==> src/rtl/lin_hdr_pkg.sv <==
package lin_hdr_pkg;
    typedef enum logic [1:0] {
        ST_IDLE = 2'd0,
        ST_BRKW = 2'd1,
        ST_SYNC = 2'd2,
        ST_ID   = 2'd3
    } hdr_state_e;

    localparam int NFLAG = 3;
endpackage

==> src/rtl/lin_char_rx.sv <==
module lin_char_rx #(
    parameter int OVS   = 16,
    parameter int DBITS = 8
) (
    input  logic             clk,
    input  logic             rst_n,
    input  logic             tick,
    input  logic             rxd,
    input  logic             arm,
    input  logic             abort,
    output logic             start,
    output logic             done,
    output logic             noise,
    output logic             stop_ok,
    output logic [DBITS-1:0] data
);
    localparam int SW  = $clog2(OVS);
    localparam int BW  = $clog2(DBITS + 2);
    localparam int MID = OVS / 2;

    typedef struct packed {
        logic             busy;
        logic             prev;
        logic [SW-1:0]    scnt;
        logic [BW-1:0]    bidx;
        logic [1:0]       ones;
        logic [DBITS-1:0] shreg;
    } crx_s;

    crx_s q, d;
    logic maj;

    always_comb begin
        d       = q;
        start   = 1'b0;
        done    = 1'b0;
        noise   = 1'b0;
        stop_ok = 1'b0;
        maj     = (q.ones + {1'b0, rxd}) >= 2'd2;
        if (tick) begin
            d.prev = rxd;
            if (abort) begin
                d.busy = 1'b0;
            end else if (!q.busy) begin
                if (arm && q.prev && !rxd) begin
                    d.busy = 1'b1;
                    d.scnt = SW'(1);
                    d.bidx = '0;
                    start  = 1'b1;
                end
            end else begin
                if (q.scnt == SW'(OVS - 1)) begin
                    d.scnt = '0;
                    d.bidx = q.bidx + BW'(1);
                end else begin
                    d.scnt = q.scnt + SW'(1);
                end
                if (q.scnt == SW'(MID - 1)) d.ones = {1'b0, rxd};
                if (q.scnt == SW'(MID))     d.ones = q.ones + {1'b0, rxd};
                if (q.scnt == SW'(MID + 1)) begin
                    if (q.bidx == '0) begin
                        if (maj) begin
                            noise  = 1'b1;
                            d.busy = 1'b0;
                        end
                    end else if (q.bidx == BW'(DBITS + 1)) begin
                        done    = 1'b1;
                        stop_ok = maj;
                        d.busy  = 1'b0;
                    end else begin
                        d.shreg = {maj, q.shreg[DBITS-1:1]};
                    end
                end
            end
        end
    end

    assign data = q.shreg;

    always_ff @(posedge clk) begin
        if (!rst_n) begin
            q       <= '0;
            q.prev  <= 1'b1;
        end else begin
            q <= d;
        end
    end
endmodule

==> src/rtl/lin_hdr_timer.sv <==
module lin_hdr_timer #(
    parameter int OVS      = 16,
    parameter int TMO_BITS = 57
) (
    input  logic clk,
    input  logic rst_n,
    input  logic tick,
    input  logic start,
    input  logic stop,
    output logic tmo
);
    localparam int SW = $clog2(OVS);
    localparam int TW = $clog2(TMO_BITS + 1);

    typedef struct packed {
        logic          run;
        logic [SW-1:0] sub;
        logic [TW-1:0] bits;
    } tmr_s;

    tmr_s q, d;

    assign tmo = q.run && tick && (q.bits == TW'(TMO_BITS));

    always_comb begin
        d = q;
        if (start) begin
            d.run  = 1'b1;
            d.sub  = SW'(1);
            d.bits = '0;
        end else if (stop || tmo) begin
            d.run = 1'b0;
        end else if (tick && q.run) begin
            if (q.sub == SW'(OVS - 1)) begin
                d.sub  = '0;
                d.bits = q.bits + TW'(1);
            end else begin
                d.sub = q.sub + SW'(1);
            end
        end
    end

    always_ff @(posedge clk) begin
        if (!rst_n) q <= '0;
        else        q <= d;
    end
endmodule

==> src/rtl/lin_hdr_rx.sv <==
module lin_hdr_rx
    import lin_hdr_pkg::*;
#(
    parameter int          OVS      = 16,
    parameter int          BRK_BITS = 13,
    parameter int          TMO_BITS = 57,
    parameter logic [7:0]  SYNC_PAT = 8'h55
) (
    input  logic             clk,
    input  logic             rst_n,
    input  logic             samp_tick,
    input  logic             rxd,
    input  logic             flag_clr,
    input  logic             mute_req,
    input  logic [NFLAG-1:0] irq_en,
    output logic             hdr_det,
    output logic             hdr_err,
    output logic             rx_ready,
    output logic [7:0]       rx_data,
    output logic             muted,
    output logic             irq
);
    localparam int BRK_SAMP = BRK_BITS * OVS;
    localparam int LW       = $clog2(BRK_SAMP + 1);

    typedef struct packed {
        hdr_state_e  state;
        logic        muted;
        logic        det;
        logic        err;
        logic        rdy;
        logic [7:0]  data;
        logic [LW-1:0] lowrun;
    } top_s;

    top_s q, d;

    logic       chr_arm, chr_start, chr_done, chr_noise, chr_stop;
    logic [7:0] chr_data;
    logic       tmr_start, tmr_stop, tmo;
    logic       brk_cand;

    lin_char_rx #(.OVS(OVS), .DBITS(8)) u_chr (
        .clk     (clk),
        .rst_n   (rst_n),
        .tick    (samp_tick),
        .rxd     (rxd),
        .arm     (chr_arm),
        .abort   (tmo),
        .start   (chr_start),
        .done    (chr_done),
        .noise   (chr_noise),
        .stop_ok (chr_stop),
        .data    (chr_data)
    );

    lin_hdr_timer #(.OVS(OVS), .TMO_BITS(TMO_BITS)) u_tmr (
        .clk   (clk),
        .rst_n (rst_n),
        .tick  (samp_tick),
        .start (tmr_start),
        .stop  (tmr_stop),
        .tmo   (tmo)
    );

    assign chr_arm  = (q.state != ST_BRKW);
    assign brk_cand = chr_done && (chr_data == 8'h00) && !chr_stop;

    always_comb begin
        d         = q;
        tmr_start = 1'b0;
        tmr_stop  = 1'b0;
        if (flag_clr) begin
            d.det = 1'b0;
            d.err = 1'b0;
            d.rdy = 1'b0;
        end
        if (mute_req) d.muted = 1'b1;
        if (samp_tick) begin
            if (rxd)                           d.lowrun = '0;
            else if (q.lowrun < LW'(BRK_SAMP)) d.lowrun = q.lowrun + LW'(1);
        end
        if (tmo) begin
            d.state = ST_IDLE;
            d.err   = 1'b1;
        end else begin
            unique case (q.state)
                ST_IDLE: begin
                    if (chr_start) tmr_start = 1'b1;
                    if (chr_noise) tmr_stop  = 1'b1;
                    if (brk_cand) begin
                        d.state = ST_BRKW;
                    end else if (chr_done) begin
                        tmr_stop = 1'b1;
                        if (!q.muted && chr_stop) begin
                            d.data = chr_data;
                            d.rdy  = 1'b1;
                        end
                    end
                end
                ST_BRKW: begin
                    if (samp_tick && rxd) begin
                        if (q.lowrun >= LW'(BRK_SAMP)) begin
                            d.state = ST_SYNC;
                        end else begin
                            d.state  = ST_IDLE;
                            tmr_stop = 1'b1;
                        end
                    end
                end
                ST_SYNC: begin
                    if (chr_done) begin
                        if (chr_stop && chr_data == SYNC_PAT) begin
                            d.state = ST_ID;
                        end else begin
                            d.state  = ST_IDLE;
                            d.err    = 1'b1;
                            tmr_stop = 1'b1;
                        end
                    end
                end
                ST_ID: begin
                    if (chr_done) begin
                        d.state  = ST_IDLE;
                        tmr_stop = 1'b1;
                        if (chr_stop) begin
                            d.det   = 1'b1;
                            d.rdy   = 1'b1;
                            d.data  = chr_data;
                            d.muted = 1'b0;
                        end else begin
                            d.err = 1'b1;
                        end
                    end
                end
                default: d.state = ST_IDLE;
            endcase
        end
    end

    always_ff @(posedge clk) begin
        if (!rst_n) begin
            q       <= '0;
            q.state <= ST_IDLE;
            q.muted <= 1'b1;
        end else begin
            q <= d;
        end
    end

    assign hdr_det  = q.det;
    assign hdr_err  = q.err;
    assign rx_ready = q.rdy;
    assign rx_data  = q.data;
    assign muted    = q.muted;
    assign irq      = |({q.rdy, q.err, q.det} & irq_en);
endmodule

==> config.mk <==
export PLATFORM = sky130hd
export DESIGN_NAME = lin_hdr_rx
export DESIGN_NICKNAME = d
export VERILOG_FILES = /design/src/rtl/lin_hdr_pkg.sv /design/src/rtl/lin_char_rx.sv /design/src/rtl/lin_hdr_timer.sv /design/src/rtl/lin_hdr_rx.sv
export SDC_FILE = /design/constraint.sdc
export NUM_CORES = 1
export LEC_CHECK = 0
export ABC_AREA = 1
export BUFFER_PORTS_ARGS = -buffer_cell sky130_fd_sc_hd__buf_4
export CORE_ASPECT_RATIO = 0.7
export CORE_UTILIZATION = 39
export DETAILED_ROUTE_END_ITERATION = 7
export SLEW_MARGIN = 25
export SYNTH_ARGS = -nofsm -noshare
export SYNTH_HDL_FRONTEND = slang
export SYNTH_SLANG_ARGS = --single-unit
==> constraint.sdc <==
create_clock -name clk -period 1.87 [get_ports clk]
set_clock_uncertainty 0.1 [all_clocks]
set_input_delay 0.4675 -clock clk [delete_from_list [all_inputs] [get_ports clk]]
set_output_delay 0.4675 -clock clk [all_outputs]
set_load 0.01 [all_outputs]
==> results of run 1 <==
-- path summary, 6_finish.rpt --
check                                         startpoint                      end
worst max-delay path            u_chr.q[11]$_SDFFE_PN0P_  rx_data[2]$_SDFFE_PN0P_
worst min-delay path                            mute_req         muted$_SDFF_PN1_
worst max register to register  u_chr.q[11]$_SDFFE_PN0P_  rx_data[2]$_SDFFE_PN0P_
worst min register to register   rx_data[2]$_SDFFE_PN0P_  rx_data[2]$_SDFFE_PN0P_
-- kinds of logic after synthesis --
logic type	after synthesis	share of synthesized area, %
and+or+nand+nor	173	26.79
AOI/OAI and AO/OA	88	16.44
buffers and inverters	81	11.61
DFF	53	35.56
adders and majority gates	16	6.709
xor gates and xnor gates	9	2.893
-- layout make-up --
cell class,count,area (um2)
repair buffers,87,695.7
fillers,693,3197
clock inverters,3,26.28
clock buffers,5,68.82
multi-input cells,288,1921
flip-flops and latches,53,1071
well taps,98,122.6
inverters,66,250.2
-- layout by cell type (no fill, tap or decap), types with 9 or more instances in the layout --
master,netlist,routed
nand3_1,19,14
inv_1,64,56
nand2_2,4,9
o21ai_0,31,23
a21oi_2,2,10
ha_1,16,10
nand2_1,69,58
nor2_1,40,35
nand4_1,14,14
buf_4,9,78
a21oi_1,43,33
inv_2,2,9
dfxtp_1,53,45
-- layer usage --
layer / vias to the layer above / routed length (um) / track usage, %
met5: - / 0 / 0
met4: 0 / 78 / 4.414
met3: 8 / 344 / 3.550
met2: 59 / 3268 / 29.65
met1: 1333 / 3741 / 26.50
li1: 1536 / - / -
-- registers in the layout, summed over array words and instances (netlist names) --
name / cells
rx_data: 8
rx_ready: 1
u_tmr.q: 11
u_chr.data: 8
hdr_det: 1
hdr_err: 1
muted: 1
q: 10
u_chr.q: 12
-- repair_timing --
item | CTS | global route
buffers inserted | 4 | 8
pin swaps | 16 | 25
gates resized for setup | 36 | 62
endpoints found under the setup margin | 23 | 34
hold buffers | 0 | 0
cloned | 2 | 0
-- through the flow --
step,hold slack (ns),cells,TNS (ns),power (mW)
after floorplan,0.3215,420,0,2.026
after global placement,0.3313,578,-2.764,2.355
after detailed placement,0.3387,578,-3.643,2.376
after CTS,0.2460,592,-0.7063,3.296
after global routing,0.2504,600,-2.855,3.628
final,0.2584,600,-0.7262,3.423
-- worst max-delay path: cells and delay by family (launching register included) --
kind                     cells  cell delay (ns)
AO/OA/AOI/OAI                3             0.50
buffers and inverters        2             0.20
flip-flops                   1             0.34
adder cells (fa/ha/maj)      1             0.20
AND/OR/NAND/NOR              5             0.55
-- cell usage after synthesis (2+ instances only) --
cell       n
nor2_2     5
nand3_1   19
clkbuf_1   3
ha_1      16
o211ai_1   4
nand2_1   69
dfxtp_1   53
a21oi_1   43
inv_2      2
a21oi_2    2
inv_1     64
nor3_1    15
xnor2_1    2
buf_4      9
o21ai_0   31
xor2_1     6
nand4_1   14
nor2_1    40
nand2_2    4
o21ai_2    3
nand3_2    2
-- power groups by stage --
stage	combinational, mW	clock [mW]	sequential (mW)
final	1.42	0.695	1.31
after global routing	1.56	0.751	1.32
after CTS	1.28	0.719	1.30
after detailed placement	1.05	0	1.33
after global placement	1.04	0	1.32
after floorplan	0.710	0	1.32
==> results.yml, run 1 <==
detailed_routing:
  route.antenna.remaining_nets: 0
  wire_per_inst_um: 12.39
  drt_iter0_drc: 111
  dr.pass1.iters: 4
  drc: 0
  vias: 2936
  vias_per_cell: 4.893
  wl_mm: 7.433
yosys:
  yosys_warnings: 0
  synth_nets: 445
  synth_cell_types: 35
  synth_seq_cells: 53
  ys_seq_area_share_pct: 35.56
  yosys_most_used_dff: "dfxtp_1"
  yosysTopAreaCellShare_pct: 35.56
  synth_area_um2: 2984
  synth_edf_count: 0
  synthArstFlopShare_pct: 0
  synth_top_area_cell: "dfxtp_1"
  synth_area_leaders: "dfxtp_1, nand2_1, inv_1, a21oi_1, ha_1"
  synthCells: 420
  syn_area_per_cell_um2: 7.105
clock_network:
  cts_sinks: 53
  root_buffer: "clkbuf_8"
  clk_latency_ns: 0.31
  path_clk_slew_ns: 0.11
  numCtsBuffers: 5
  clock_path_buffers: 2
  tritoncts: "built"
  htree_levels: 2
worst_hold_path:
  hold-path-cell-count: 3
  hold_class: "input port to flip-flop"
timing:
  rsz0062_at_grt: "yes"
  relSlewSlack_pct: 70.94
  fin_crit_sh_pct: 104.6
  maxSlewViolCount: 0
  fin_ws_ns: -0.08544
  hold_viol: 0
  layout_min_cycle_time_ns: 1.955
  setup_viol: 14
  max_freq_mhz: 511.4
  worst_pin_slew_ns: 0.4355
setup_path:
  critPathRequiredTime_ns: 2.03
  crit_chain: "inv_2 -> ha_2 -> nand3_4 -> nor2_4 -> nand3_4 -> nor2_4 -> nand2_2 -> a21oi_4 -> o21ai_4 -> buf_6 -> a21oi_1"
  path_class: "flip-flop to flip-flop"
  crit_path_start_kind: "flip-flop"
  crit_path_max_fanout: 5
  slowest_delay_ns: 0.34
  crit_slowest_cell: "dfxtp_2"
  endpoint_kind: "flip-flop"
  worstPathArrival_ns: 2.11
  rr_worst_depth: 11
  rrSetupSlack_ns: -0.09
global_routing:
  grt_pass1_vias: 2621
  grt_pass1_wl_mm: 11.95
  gr-total-overflow: 0
  antenna_found_initial: 0
  grt_max_degree: 23
  track_usage_pct: 18.69
outcome:
  run_status: "finished with violations"
  violations: "negative setup slack"
die:
  start_util_pct: 40.59
  die_x_um: 106.6
  core_um2: 7352
  die_y_um: 75.19
  fp-row-count: 26
  ios: 22
  dieArea_um2: 8011
placed_design:
  dp_worst_setup_slack_ns: -0.2448
  place_area_um2: 3607
  gp_congestion: 0.8138
  io_buffers: 21
  dp_hpwl_mm: 5.144
power_and_ir_drop:
  power_switching_mw: 1.277
  seqPwrFrac_pct: 38.2
  clkPwrFrac_pct: 20.3
  ir_drop_v: 0.0004275
  p_sw_share_pct: 37.31
  p_int_mw: 2.146
  p_comb_share_pct: 41.5
  p_leak_nw: 1.713
  power_density_nw_per_um2: 823.8
finish:
  finalInstanceArea_um2: 4155
  drive_gt1_share_pct: 36.85
  nets: 526
  n_antenna_cell: 0
  areaGrowthSynthToFinish_pct: 39.25
  final_util_pct: 56.52
run:
  max_cap_viol_count: 0
No activity file was read; power rests on OpenSTA's default activity.
==> run 2, diff against run 1 <==
==> constraint.sdc (replaced) <==
create_clock -name clk -period 1.87 [get_ports clk]
set_clock_uncertainty 0.1 [all_clocks]
set_input_delay 0.187 -clock clk [delete_from_list [all_inputs] [get_ports clk]]
set_output_delay 0.187 -clock clk [all_outputs]
set_load 0.01 [all_outputs]
==> run 2 against run 1 <==
  * The run still ends with negative setup slack left
  * Combinational power is 4% lower
  * First-iteration DRC count is 14% higher
  * Cell area is 2.8% lower
  * Via count rose by 0.31%
  * Sequential power about the same
  * Power rose by 5.5%
  * Clock power rose by 35%
  * Non-clock buffer count shrank 4
  * Core utilization down 1.6 points
  * Maximum frequency is 1.5% higher
  * Critical path type unchanged
  * Critical endpoint is now rx_data[5]$_SDFFE_PN0P_
  * Largest power group unchanged
==> results.yml, run 2 (synthesis gave the netlist of run 1 again) <==
finish:
  drive_gt1_share_pct: 33.73
  areaGrowthSynthToFinish_pct: 35.30
  seq_area_um2: 1069
  top_register: "u_chr.q"
  finalInstanceArea_um2: 4038
  nets: 522
  layout_common_cells: "buf_4, nand2_1, inv_1"
  largest_reg_flops: 12
  final_util_pct: 54.92
  n_antenna_cell: 0
  fill_cells: 708
  reg_top3: "u_chr.q: 12 flops, u_tmr.q: 11 flops, q: 10 flops"
  layout_commonest_cell: "buf_4"
  multi_input_area_um2: 1826
setup_path:
  crit_slowest_cell: "dfxtp_2"
  crit_path_max_fanout: 6
  critPathBufInv: 3
  path_class: "flip-flop to flip-flop"
  crit_path_start_kind: "flip-flop"
  slowest_delay_ns: 0.34
  critPathRequiredTime_ns: 2.03
  cp_top_family: "simple AND/OR/NAND/NOR gates"
  endpoint_kind: "flip-flop"
  worstPathArrival_ns: 2.09
  crit_chain: "inv_2 -> ha_4 -> nand2_2 -> inv_2 -> nand2_2 -> nor2_4 -> nand3_4 -> nor2_4 -> nand2_2 -> a21oi_4 -> o21ai_4 -> buf_6 -> a21oi_2"
  worst_path_most_repeated_cell: "nand2_2"
power_and_ir_drop:
  clkPwrFrac_pct: 26.1
  power_switching_mw: 1.253
  ir_drop_v: 0.0003869
  p_leak_nw: 1.666
  p_sw_share_pct: 34.71
  p_int_mw: 2.357
  total_power_mw: 3.610
  power_density_nw_per_um2: 894.0
  seqPwrFrac_pct: 36.1
  p_comb_share_pct: 37.8
detailed_routing:
  drc: 0
  dr.pass1.iters: 4
  drt_iter0_drc: 126
  wire_per_inst_um: 12.96
  vias: 2945
  vias_per_cell: 4.941
  route.antenna.remaining_nets: 0
  wl_mm: 7.722
timing:
  max_freq_mhz: 518.9
  layout_min_cycle_time_ns: 1.927
  fin_crit_sh_pct: 103.1
  setup_viol: 15
  worst_pin_slew_ns: 0.3956
  hold_ws_ns: 0.02914
  hold_viol: 0
  relSlewSlack_pct: 73.53
  fin_ws_ns: -0.05705
  maxSlewViolCount: 0
  rsz0062_at_grt: "yes"
die:
  start_util_pct: 40.59
  core_um2: 7352
  ios: 22
  die_y_um: 75.19
  dieArea_um2: 8011
  fp-row-count: 26
  die_x_um: 106.6
placed_design:
  place_area_um2: 3593
  io_buffers: 21
  gp_congestion: 0.8679
  dp_hpwl_mm: 5.542
global_routing:
  track_usage_pct: 19.56
  grt_pass1_vias: 2660
  antenna_found_initial: 0
  grt_max_degree: 23
  gr-total-overflow: 0
  grt_pass1_wl_mm: 12.28
clock_network:
  cts_sinks: 53
  clk_latency_ns: 0.32
  root_buffer: "clkbuf_8"
  numCtsBuffers: 5
  tritoncts: "built"
  clock_path_buffers: 2
  htree_levels: 2
  path_clk_slew_ns: 0.10
run:
  max_cap_viol_count: 0
worst_hold_path:
  hold_class: "input port to flip-flop"
outcome:
  violations: "negative setup slack"
  run_status: "finished with violations"
run 2: cell count changes in the layout (fill, tap and decap cells not counted), moves of 3 or more:
cell	previous run	this run
buf_6	8	3
nand2_2	9	12
nand2_4	6	3
nand3_1	14	17
nor2_1	35	32
nor2_2	6	11
nor3_1	7	14
nor3_2	8	2
run 2: power groups by stage:
stage                     registers [mW]  clock network [mW]  logic [mW]
after floorplan                     1.32                   0       0.711
after detailed placement            1.32                   0        1.08
after global placement              1.32                   0        1.06
after global routing                1.32                1.00        1.49
final                               1.30               0.941        1.36
after CTS                           1.30               0.950        1.27
run 2: final cells by class:
cell class / instances / share of cell area [%]
Clock inverter: 3 / 1.611
Tap cell: 98 / 3.037
Multi-Input combinational cell: 288 / 45.21
Sequential cell: 53 / 26.46
Inverter: 66 / 6.198
Clock buffer: 5 / 1.704
Timing Repair Buffer: 83 / 15.77
run 2: repair_timing:
item / in CTS / in global routing
pin swaps: 9 / 26
gates cloned: 2 / 0
hold endpoints to repair: 1 / 0
setup buffers: 3 / 1
hold buffers: 1 / 0
setup endpoints to repair: 25 / 40
resized for setup: 45 / 36
run 2: final timing paths:
check | start | endpoint | slack (ns) | cells after the start
worst max register to register | u_chr.q[15]$_SDFFE_PN0P_ | rx_data[5]$_SDFFE_PN0P_ | -0.06 | 13
worst max-delay path | u_chr.q[15]$_SDFFE_PN0P_ | rx_data[5]$_SDFFE_PN0P_ | -0.06 | 13
worst min-delay path | flag_clr | hdr_det$_SDFF_PN0_ | 0.03 | 4
worst min register to register | q[7]$_SDFFE_PN0P_ | q[7]$_SDFFE_PN0P_ | 0.36 | 2
run 2: stage by stage:
stage / setup WS, ns / TNS [ns] / std cells
after detailed placement: -0.1525 / -1.866 / 581
after floorplan: 0.04709 / 0 / 420
after global routing: -0.1815 / -3.124 / 596
after global placement: -0.1157 / -1.274 / 581
final: -0.05705 / -0.4781 / 596
after CTS: -0.03659 / -0.2497 / 595
run 2: tightest hold or removal path, delay by kind of cell:
kind	cells	cell delay, ns
buffers and inverters	2	0.12
AOI/OAI and AO/OA	1	0.05
and+or+nand+nor	1	0.05
run 2: metal layers:
layer | track usage [%] | share of wire (%)
met4 | 5.784 | 1.2
met5 | 0 | 0
met3 | 3.896 | 4.8
met2 | 29.80 | 41
met1 | 28.06 | 53
==> run 3, diff against run 2 <==
--- a/config.mk
+++ b/config.mk
@@ -8,7 +8,7 @@
 export ABC_AREA = 1
 export BUFFER_PORTS_ARGS = -buffer_cell sky130_fd_sc_hd__buf_4
 export CORE_ASPECT_RATIO = 0.7
-export CORE_UTILIZATION = 39
+export CORE_UTILIZATION = 43
 export DETAILED_ROUTE_END_ITERATION = 7
 export SLEW_MARGIN = 25
 export SYNTH_ARGS = -nofsm -noshare
==> run 3 against run 2 <==
  * The run still ends with negative setup slack left
  * Cell area is 1.5% higher
  * Clock power shrank 30%
  * Die area is 9.1% lower
  * Sequential power barely moved
  * Cell count fell by 0.67%
  * Hold slack gained 0.018 ns
  * Sequential cell count is the same
  * Clock-buffer cell count up 1
==> results.yml, run 3 (synthesis gave the netlist of run 1 again) <==
clock_network:
  clk_latency_ns: 0.31
  root_buffer: "clkbuf_8"
  clock_path_buffers: 2
  htree_levels: 2
  path_clk_slew_ns: 0.11
  tritoncts: "built"
  numCtsBuffers: 5
  cts_sinks: 53
setup_path:
  endpoint_kind: "flip-flop"
  reg2reg_to: "rx_data[3]$_SDFFE_PN0P_"
  rrSetupSlack_ns: -0.1
  crit_path_max_fanout: 6
  worstPathArrival_ns: 2.12
  path_class: "flip-flop to flip-flop"
  timing.rr.start: "u_tmr.q[1]$_SDFFE_PP0P_"
  critPathRequiredTime_ns: 2.02
  rr_worst_depth: 14
  crit_path_start_kind: "flip-flop"
detailed_routing:
  drc: 0
  drt_iter0_drc: 119
  vias_per_cell: 4.883
  dr.pass1.iters: 4
  wire_per_inst_um: 12.34
  wl_mm: 7.306
  vias: 2891
  route.antenna.remaining_nets: 0
global_routing:
  grt_pass1_wl_mm: 12.13
  track_usage_pct: 21.19
  grt_max_degree: 23
  gr-total-overflow: 0
  antenna_found_initial: 0
  grt_pass1_vias: 2599
power_and_ir_drop:
  power_density_nw_per_um2: 876.8
  p_leak_nw: 1.688
  total_power_mw: 3.595
  ir_drop_v: 0.0005382
die:
  core_um2: 6456
  die_y_um: 71.70
  dieArea_um2: 7283
  fp-row-count: 24
  die_x_um: 101.6
  ios: 22
  start_util_pct: 46.22
finish:
  layout_common_cells: "buf_4, nand2_1, inv_1"
  layout_commonest_cell: "buf_4"
  nets: 525
  top_register: "u_chr.q"
  drive_gt1_share_pct: 34.73
  largest_reg_flops: 12
  n_antenna_cell: 0
  areaGrowthSynthToFinish_pct: 37.40
  reg_top3: "u_chr.q: 12 flops, u_tmr.q: 11 flops, q: 10 flops"
  final_util_pct: 63.51
timing:
  maxSlewViolCount: 0
  layout_min_cycle_time_ns: 1.967
  fin_ws_ns: -0.09675
  setup_viol: 18
  hold_viol: 0
  hold_ws_ns: 0.04737
  rsz0062_at_grt: "yes"
  worst_pin_slew_ns: 0.4362
  relSlewSlack_pct: 70.81
  fin_crit_sh_pct: 105.2
  max_freq_mhz: 508.5
placed_design:
  gp_congestion: 0.7802
  io_buffers: 21
  dp_hpwl_mm: 5.141
outcome:
  violations: "negative setup slack"
  run_status: "finished with violations"
worst_hold_path:
  worstHoldEndpoint: "hdr_det$_SDFF_PN0_"
  hold_start: "flag_clr"
  hold_class: "input port to flip-flop"
  hold-path-cell-count: 4
run:
  max_cap_viol_count: 0
[run 3: cell types whose count changed in the layout (fill, tap and decap cells not counted), sizes merged]
cell,before,now
clkinv,1,0
buf,82,86
bufinv,2,0
clkbuf,5,6
clkinvlp,0,2
o21ai,35,34
[run 3: layout make-up]
type | instances | area, um2
clock buffer | 6 | 72.57
clock inverter | 2 | 15.01
fill | 573 | 2356
inverter | 66 | 252.7
multi-input combinational | 287 | 1863
sequential | 53 | 1069
tap | 91 | 113.9
timing repair buffer | 87 | 714.4
[run 3: power breakdown]
part           internal [mW]  switching, mW
Sequential              1.24         0.0678
Combinational          0.776          0.854
Clock                  0.265          0.395
[run 3: worst max-delay path by stage]
stage,from,end,slack (ns),depth (start not counted)
2_1_floorplan,u_tmr.q[0]$_SDFFE_PP0P_,u_tmr.q[6]$_SDFFE_PN0P_,0.05,14
3_3_place_gp,u_chr.q[15]$_SDFFE_PN0P_,rx_data[6]$_SDFFE_PN0P_,-0.1,13
6_report,u_tmr.q[1]$_SDFFE_PP0P_,rx_data[3]$_SDFFE_PN0P_,-0.1,14
3_5_place_dp,u_chr.q[15]$_SDFFE_PN0P_,rx_data[6]$_SDFFE_PN0P_,-0.18,13
4_1_cts,u_chr.q[15]$_SDFFE_PN0P_,rx_data[3]$_SDFFE_PN0P_,-0.12,14
5_1_grt,u_tmr.q[1]$_SDFFE_PP0P_,rx_data[7]$_SDFFE_PN0P_,-0.19,14
[run 3: timing repair]
action | 4_1_cts | 5_1_grt
setup buffers | 9 | 6
pin swaps | 21 | 29
hold endpoints to repair | 1 | 0
gates resized for setup | 42 | 53
gates cloned | 2 | 0
hold buffers | 1 | 0
setup endpoints to repair | 21 | 36
[run 3: through the flow]
step	area, um2	setup WS (ns)	TNS [ns]	cells
after floorplan	2984	0.04709	0	420
after global placement	3525	-0.09674	-0.8469	566
after detailed placement	3525	-0.1837	-1.971	566
after CTS	3879	-0.1205	-1.533	586
after global routing	4100	-0.1904	-3.267	592
final	4100	-0.09675	-1.127	592
[run 3: critical path, cell delays in order, from the launching register on]
cell and delay (ns):
dfxtp_2 0.35, inv_2 0.05, ha_4 0.15, nand2_1 0.05, nor2_1 0.05, nand2_2 0.13
buf_4 0.13, buf_4 0.09, buf_4 0.12, nand2_4 0.06, a21oi_4 0.15, o21ai_4 0.12
buf_12 0.15, buf_6 0.12, a21oi_4 0.10
[run 3: layer usage]
layer | routed length, um | track usage [%] | vias to the layer above
met5 | 0 | 0 | -
met4 | 25 | 4.992 | 0
met3 | 341 | 3.415 | 2
met2 | 3057 | 31.53 | 59
met1 | 3881 | 31.75 | 1299
li1 | - | - | 1531
